`config.mk`:
```
export PLATFORM = sky130hd
export DESIGN_NAME = i2c_bus_watch
export DESIGN_NICKNAME = d
export VERILOG_FILES = /design/src/rtl/i2cw_pkg.sv /design/src/rtl/i2cw_sync.sv /design/src/rtl/i2cw_cond_detect.sv /design/src/rtl/i2cw_arbiter.sv /design/src/rtl/i2c_bus_watch.sv
export SDC_FILE = /design/constraint.sdc
export NUM_CORES = 1
export LEC_CHECK = 0
export ABC_CLOCK_PERIOD_IN_PS = 3050
export BUFFER_PORTS_ARGS = -buffer_cell sky130_fd_sc_hd__buf_4
export CELL_PAD_IN_SITES_DETAIL_PLACEMENT = 1
export CELL_PAD_IN_SITES_GLOBAL_PLACEMENT = 1
export CORE_AREA = 2 2 39 41
export DETAILED_ROUTE_END_ITERATION = 10
export DIE_AREA = 0 0 41 43
export PLACE_DENSITY_LB_ADDON = 0.15
export SLEW_MARGIN = 25
export SYNTH_ARGS = -nofsm -noshare
export SYNTH_HDL_FRONTEND = slang
export SYNTH_SLANG_ARGS = --single-unit
```
`constraint.sdc`:
```
create_clock -name clk -period 3.05 [get_ports clk]
set_clock_uncertainty 0.05 [all_clocks]
set_input_delay 0.1525 -clock clk [delete_from_list [all_inputs] [get_ports clk]]
set_output_delay 0.1525 -clock clk [all_outputs]
set_load 0.05 [all_outputs]
```
`src/rtl/i2cw_pkg.sv`:
```
package i2cw_pkg;

    typedef enum logic [2:0] {
        PH_IDLE   = 3'd0,
        PH_START  = 3'd1,
        PH_RSTART = 3'd2,
        PH_ADDR   = 3'd3,
        PH_DATA   = 3'd4,
        PH_ACK    = 3'd5,
        PH_STOP   = 3'd6,
        PH_RECV   = 3'd7
    } mst_phase_e;

    typedef struct packed {
        logic scl;
        logic sda;
    } bus_lines_t;

    typedef struct packed {
        logic start_det;
        logic stop_det;
        logic scl_rise;
        logic sda_lvl;
    } bus_events_t;

    localparam int unsigned LINE_W = $bits(bus_lines_t);

    // Phases in which the local master can lose arbitration
    function automatic logic phase_checked(mst_phase_e p);
        return (p == PH_START) || (p == PH_RSTART) || (p == PH_ADDR) ||
               (p == PH_DATA)  || (p == PH_ACK);
    endfunction

endpackage

```
`src/rtl/i2cw_sync.sv`:
```
module i2cw_sync #(
    parameter int unsigned STAGES    = 2,
    parameter int unsigned WIDTH     = 2,
    parameter logic        RESET_VAL = 1'b1
) (
    input  logic             clk,
    input  logic             rst,
    input  logic [WIDTH-1:0] d,
    output logic [WIDTH-1:0] q
);
    logic [STAGES-1:0][WIDTH-1:0] chain;

    for (genvar s = 0; s < STAGES; s++) begin : g_stage
        always_ff @(posedge clk) begin
            if (rst) begin
                chain[s] <= {WIDTH{RESET_VAL}};
            end else if (s == 0) begin
                chain[s] <= d;
            end else begin
                chain[s] <= chain[(s == 0) ? 0 : s-1];
            end
        end
    end

    assign q = chain[STAGES-1];
endmodule

```
`src/rtl/i2cw_cond_detect.sv`:
```
module i2cw_cond_detect
    import i2cw_pkg::*;
(
    input  logic        clk,
    input  logic        rst,
    input  bus_lines_t  lines,
    output bus_events_t ev
);
    bus_lines_t prev;

    always_ff @(posedge clk) begin
        if (rst) begin
            prev <= '{scl: 1'b1, sda: 1'b1};
        end else begin
            prev <= lines;
        end
    end

    always_comb begin
        ev.start_det = prev.scl && lines.scl && prev.sda && !lines.sda;
        ev.stop_det  = prev.scl && lines.scl && !prev.sda && lines.sda;
        ev.scl_rise  = !prev.scl && lines.scl;
        ev.sda_lvl   = lines.sda;
    end
endmodule

```
`src/rtl/i2cw_arbiter.sv`:
```
module i2cw_arbiter
    import i2cw_pkg::*;
(
    input  logic       clk,
    input  logic       rst,
    input  logic       enable,
    input  logic       scl_rise,
    input  logic       sda_lvl,
    input  logic       drive_en,
    input  logic       sda_expect,
    input  mst_phase_e phase,
    input  logic       coll_clr,
    output logic       collision
);
    logic mismatch;

    assign mismatch = enable && drive_en && scl_rise && sda_expect && !sda_lvl &&
                      phase_checked(phase);

    always_ff @(posedge clk) begin
        if (rst) begin
            collision <= 1'b0;
        end else if (mismatch) begin
            collision <= 1'b1;
        end else if (coll_clr) begin
            collision <= 1'b0;
        end
    end

    AST_COLL_STICKY: assert property (@(posedge clk) disable iff (rst)
        collision && !coll_clr |=> collision);
    AST_COLL_CAUSE: assert property (@(posedge clk) disable iff (rst)
        $rose(collision) |-> $past(scl_rise && !sda_lvl && sda_expect && drive_en));
    AST_COLL_QUIET_PHASE: assert property (@(posedge clk) disable iff (rst)
        !collision && (phase == PH_IDLE || phase == PH_STOP || phase == PH_RECV) |=> !collision);
endmodule

```
`src/rtl/i2c_bus_watch.sv`:
```
module i2c_bus_watch
    import i2cw_pkg::*;
#(
    parameter int unsigned SYNC_STAGES = 2
) (
    input  logic       clk,
    input  logic       rst,
    input  logic       enable,
    input  logic       scl_in,
    input  logic       sda_in,
    input  logic       drive_en,
    input  logic       sda_expect,
    input  logic [2:0] phase,
    input  logic       stop_irq_en,
    input  logic       coll_clr,
    output logic       start_seen,
    output logic       stop_seen,
    output logic       bus_free,
    output logic       stop_irq,
    output logic       collision
);
    logic [LINE_W-1:0] raw_lines;
    logic [LINE_W-1:0] sync_lines;
    bus_lines_t        lines;
    bus_events_t       ev;

    assign raw_lines = {scl_in, sda_in};
    assign lines     = bus_lines_t'(sync_lines);

    i2cw_sync #(
        .STAGES   (SYNC_STAGES),
        .WIDTH    (LINE_W),
        .RESET_VAL(1'b1)
    ) u_sync (
        .clk(clk),
        .rst(rst),
        .d  (raw_lines),
        .q  (sync_lines)
    );

    i2cw_cond_detect u_detect (
        .clk  (clk),
        .rst  (rst),
        .lines(lines),
        .ev   (ev)
    );

    i2cw_arbiter u_arb (
        .clk       (clk),
        .rst       (rst),
        .enable    (enable),
        .scl_rise  (ev.scl_rise),
        .sda_lvl   (ev.sda_lvl),
        .drive_en  (drive_en),
        .sda_expect(sda_expect),
        .phase     (mst_phase_e'(phase)),
        .coll_clr  (coll_clr),
        .collision (collision)
    );

    always_ff @(posedge clk) begin
        if (rst || !enable) begin
            start_seen <= 1'b0;
            stop_seen  <= 1'b0;
        end else if (ev.start_det) begin
            start_seen <= 1'b1;
            stop_seen  <= 1'b0;
        end else if (ev.stop_det) begin
            start_seen <= 1'b0;
            stop_seen  <= 1'b1;
        end
    end

    always_ff @(posedge clk) begin
        if (rst) begin
            stop_irq <= 1'b0;
        end else begin
            stop_irq <= enable && stop_irq_en && ev.stop_det;
        end
    end

    assign bus_free = stop_seen || !start_seen;

    AST_DISABLE_CLEARS: assert property (@(posedge clk) disable iff (rst)
        !enable |=> !start_seen && !stop_seen && bus_free);
    AST_START_BUSY: assert property (@(posedge clk) disable iff (rst)
        enable && ev.start_det |=> start_seen && !stop_seen && !bus_free);
    AST_STOP_FREE: assert property (@(posedge clk) disable iff (rst)
        enable && ev.stop_det |=> stop_seen && !start_seen && bus_free);
    AST_IDLE_FREE: assert property (@(posedge clk) disable iff (rst)
        !start_seen |-> bus_free);
    AST_IRQ_SINGLE: assert property (@(posedge clk) disable iff (rst)
        stop_irq |=> !stop_irq);
    AST_IRQ_WITH_FLAG: assert property (@(posedge clk) disable iff (rst)
        stop_irq |-> stop_seen);
endmodule

```
==> flow_metrics.env <==
export IMPL_cp_end_kind="flip-flop"
export IMPL_core_mm2=0.00138
export IMPL_postCtsSetupBuffers=0
export IMPL_hold_viol_final=0
export IMPL_ctsRootBufferMaster="clkbuf_4"
export IMPL_ys_flop_type="dfxtp_1"
export IMPL_synth_cell_area_um2=350
export IMPL_clock_sinks=10
export IMPL_ir_drop_mv=0.208
export IMPL_initial_core_util_pct=25.3
export IMPL_ant_nets=0
export IMPL_cts_tree="built"
export IMPL_drt_drc_violations_left=0
export IMPL_p_sw_mw=0.0507
export IMPL_pwr_share_clk_pct=34.1
export IMPL_avgSynthCellArea_um2=10.0
export IMPL_synth_fp_nets=47
export IMPL_cp_required_ps=3200
export IMPL_synthTopCellsByArea="dfxtp_1 57%, or2_2 13%, nand2b_1 3.6%"
export IMPL_cp_max_fo=6
export IMPL_drv_cap=0
export IMPL_grt_max_degree=10
export IMPL_synth_top_area_cell="dfxtp_1"
export IMPL_synth_cell_types=17
export IMPL_fp_dieH_um=43
export IMPL_synth_seq_cells=10
export IMPL_hold_path_class="in -> reg"
export IMPL_hold_slack_ps=37.2
export IMPL_drive_above_1_share_pct=48.1
export IMPL_drtIter0Drc=3
export IMPL_critPathKind="reg -> reg"
export IMPL_post_route_util_pct=37.1
export IMPL_ys_seq_area_share_pct=57.1
export IMPL_clockBufferDepth=2
export IMPL_clk_insertion_delay_late_ps=260
export IMPL_grt_usage_pct=11.8
export IMPL_tns_ps=0
export IMPL_pin_count=17
export IMPL_design_area_um2=513
export IMPL_ctsHoldBuffers=0
export IMPL_place_ws_ps=1590
export IMPL_dpl_cell_area_um2=490
export IMPL_clk_pin_slew_ps=60
export IMPL_synth_commonest_cells="10 x dfxtp_1, 7 x or2_2, 2 x a21oi_1, 2 x nand2_1, 2 x nand2b_1"
export IMPL_vias_per_cell=4.67
export IMPL_status="finished, final reports clean"
export IMPL_post_route_min_period_ps=1480
export IMPL_rows=14
export IMPL_netlist_instances=35
export IMPL_synth_warnings=0
export IMPL_fin_crit_sh_pct=48.4
export IMPL_leakagePower_nw=0.234
export IMPL_p_per_area_mw_per_mm2=477
export IMPL_p_seq_share_pct=56.0
export IMPL_grt_overflow=0
export IMPL_p_comb_share_pct=9.9
export IMPL_slew_headroom_pct=78.8
export IMPL_antenna_found_initial=0
export IMPL_cts_htree_levels=1
export IMPL_synth_edff_count=0
export IMPL_drt_total_wl_um=754
export IMPL_worstSetupStartpointType="flip-flop"
export IMPL_grt_pass1_vias=314
export IMPL_dp_hpwl_um=623
export IMPL_via_count=327
export IMPL_netlist_area_leader_share_pct=57.1
export IMPL_fmax_mhz=678
export IMPL_rsz0062_at_grt="no"
export IMPL_dieArea_mm2=0.00176
export IMPL_sw_frac_of_total_pct=20.7
export IMPL_fin_nets=68
export IMPL_finalWorstSetupSlack_ps=1570
export IMPL_yosysMostFrequentCell="dfxtp_1"
export IMPL_drt_pass1_iterations=2
export IMPL_die_x_um=41
export IMPL_arrival_ps=1620
export IMPL_async_flop_share_pct=0
export IMPL_cts_resized=0
export IMPL_finalMaxSlewViolations=0
export IMPL_internal_power_mw=0.194
export IMPL_grt_pass1_wl_um=1310
export IMPL_syn2layout_area_growth_pct=46.4
export IMPL_numPortBuffers=16
export IMPL_globalplace_congestion=0.617
export IMPL_worstMarginPinSlew_ps=318
export IMPL_antennaDiodeCount=0
export IMPL_wl_per_cell_um=10.8
export IMPL_finalSetupViolCount=0
export IMPL_numCtsBuffers=3
[layout by cell type, fill, tap and decap left out]
cell type,instances
a21oi_1,2
clkbuf_4,3
dfxtp_1,10
nand2_1,2
o31ai_1,1
nand2b_1,2
nor2_1,1
a2111oi_1,1
inv_1,1
nand4_1,1
buf_4,16
a21o_1,1
nand3_1,1
or2_2,7
nor4_1,1
or4b_1,1
nor3_1,1
a31oi_1,1
o21ai_0,1
[metrics by stage]
step                      instances  power [mW]
after global routing             70       0.259
after global placement           67       0.164
after detailed placement         67       0.165
after CTS                        70       0.250
final                            70       0.245
after floorplan                  35       0.149
[worst paths after layout]
kind | start | endpoint | slack (ps) | depth (start not counted)
min | scl_in | u_sync.chain[1] | 40 | 2
min reg2reg | u_sync.chain[0] | u_sync.q[0] | 350 | 1
max reg2reg | u_sync.q[0] | u_arb.collision | 1570 | 3
max | u_sync.q[0] | u_arb.collision | 1570 | 3
[power by group through the flow]
stage	Combinational [mW]	Sequential, mW	Clock, mW
3_3_place_gp	0.0238	0.140	0
5_1_grt	0.0272	0.137	0.0944
4_1_cts	0.0247	0.137	0.0881
3_5_place_dp	0.0246	0.140	0
6_report	0.0242	0.137	0.0835
2_1_floorplan	0.00812	0.141	0
[routing by layer]
metal	up-vias	wire, um	track usage (%)
met5	-	0	0
met4	0	10	8.00
met3	2	53	6.28
met2	11	435	19.1
met1	152	256	10.5
li1	162	-	-
[registers in the layout, indices dropped and copies added, names as in the netlist]
register and cells:
u_sync.q 2, stop_irq 1, u_detect.prev 2, stop_seen 1
u_arb.collision 1, u_sync.chain 2, start_seen 1
[worst max-delay path: stages (launching register included)]
cell       delay [ps]
dfxtp_1           340
or4b_1            530
a2111oi_1         370
a21o_1            120
[layout make-up]
| type | count | area [um^2] |
|---|---|---|
| Tap cell | 16 | 20.0 |
| Multi-Input combinational cell | 24 | 146 |
| Sequential cell | 10 | 200 |
| Inverter | 1 | 3.75 |
| Fill cell | 173 | 871 |
| Clock buffer | 3 | 22.5 |
| Timing Repair Buffer | 16 | 120 |
[cells by family after synthesis]
family,Yosys count,synth area share [%]
flops,10,57.1
compound gates,7,13.2
buf+inv,1,1.07
simple gates,17,28.6
Power figures use the tool's default switching activity.
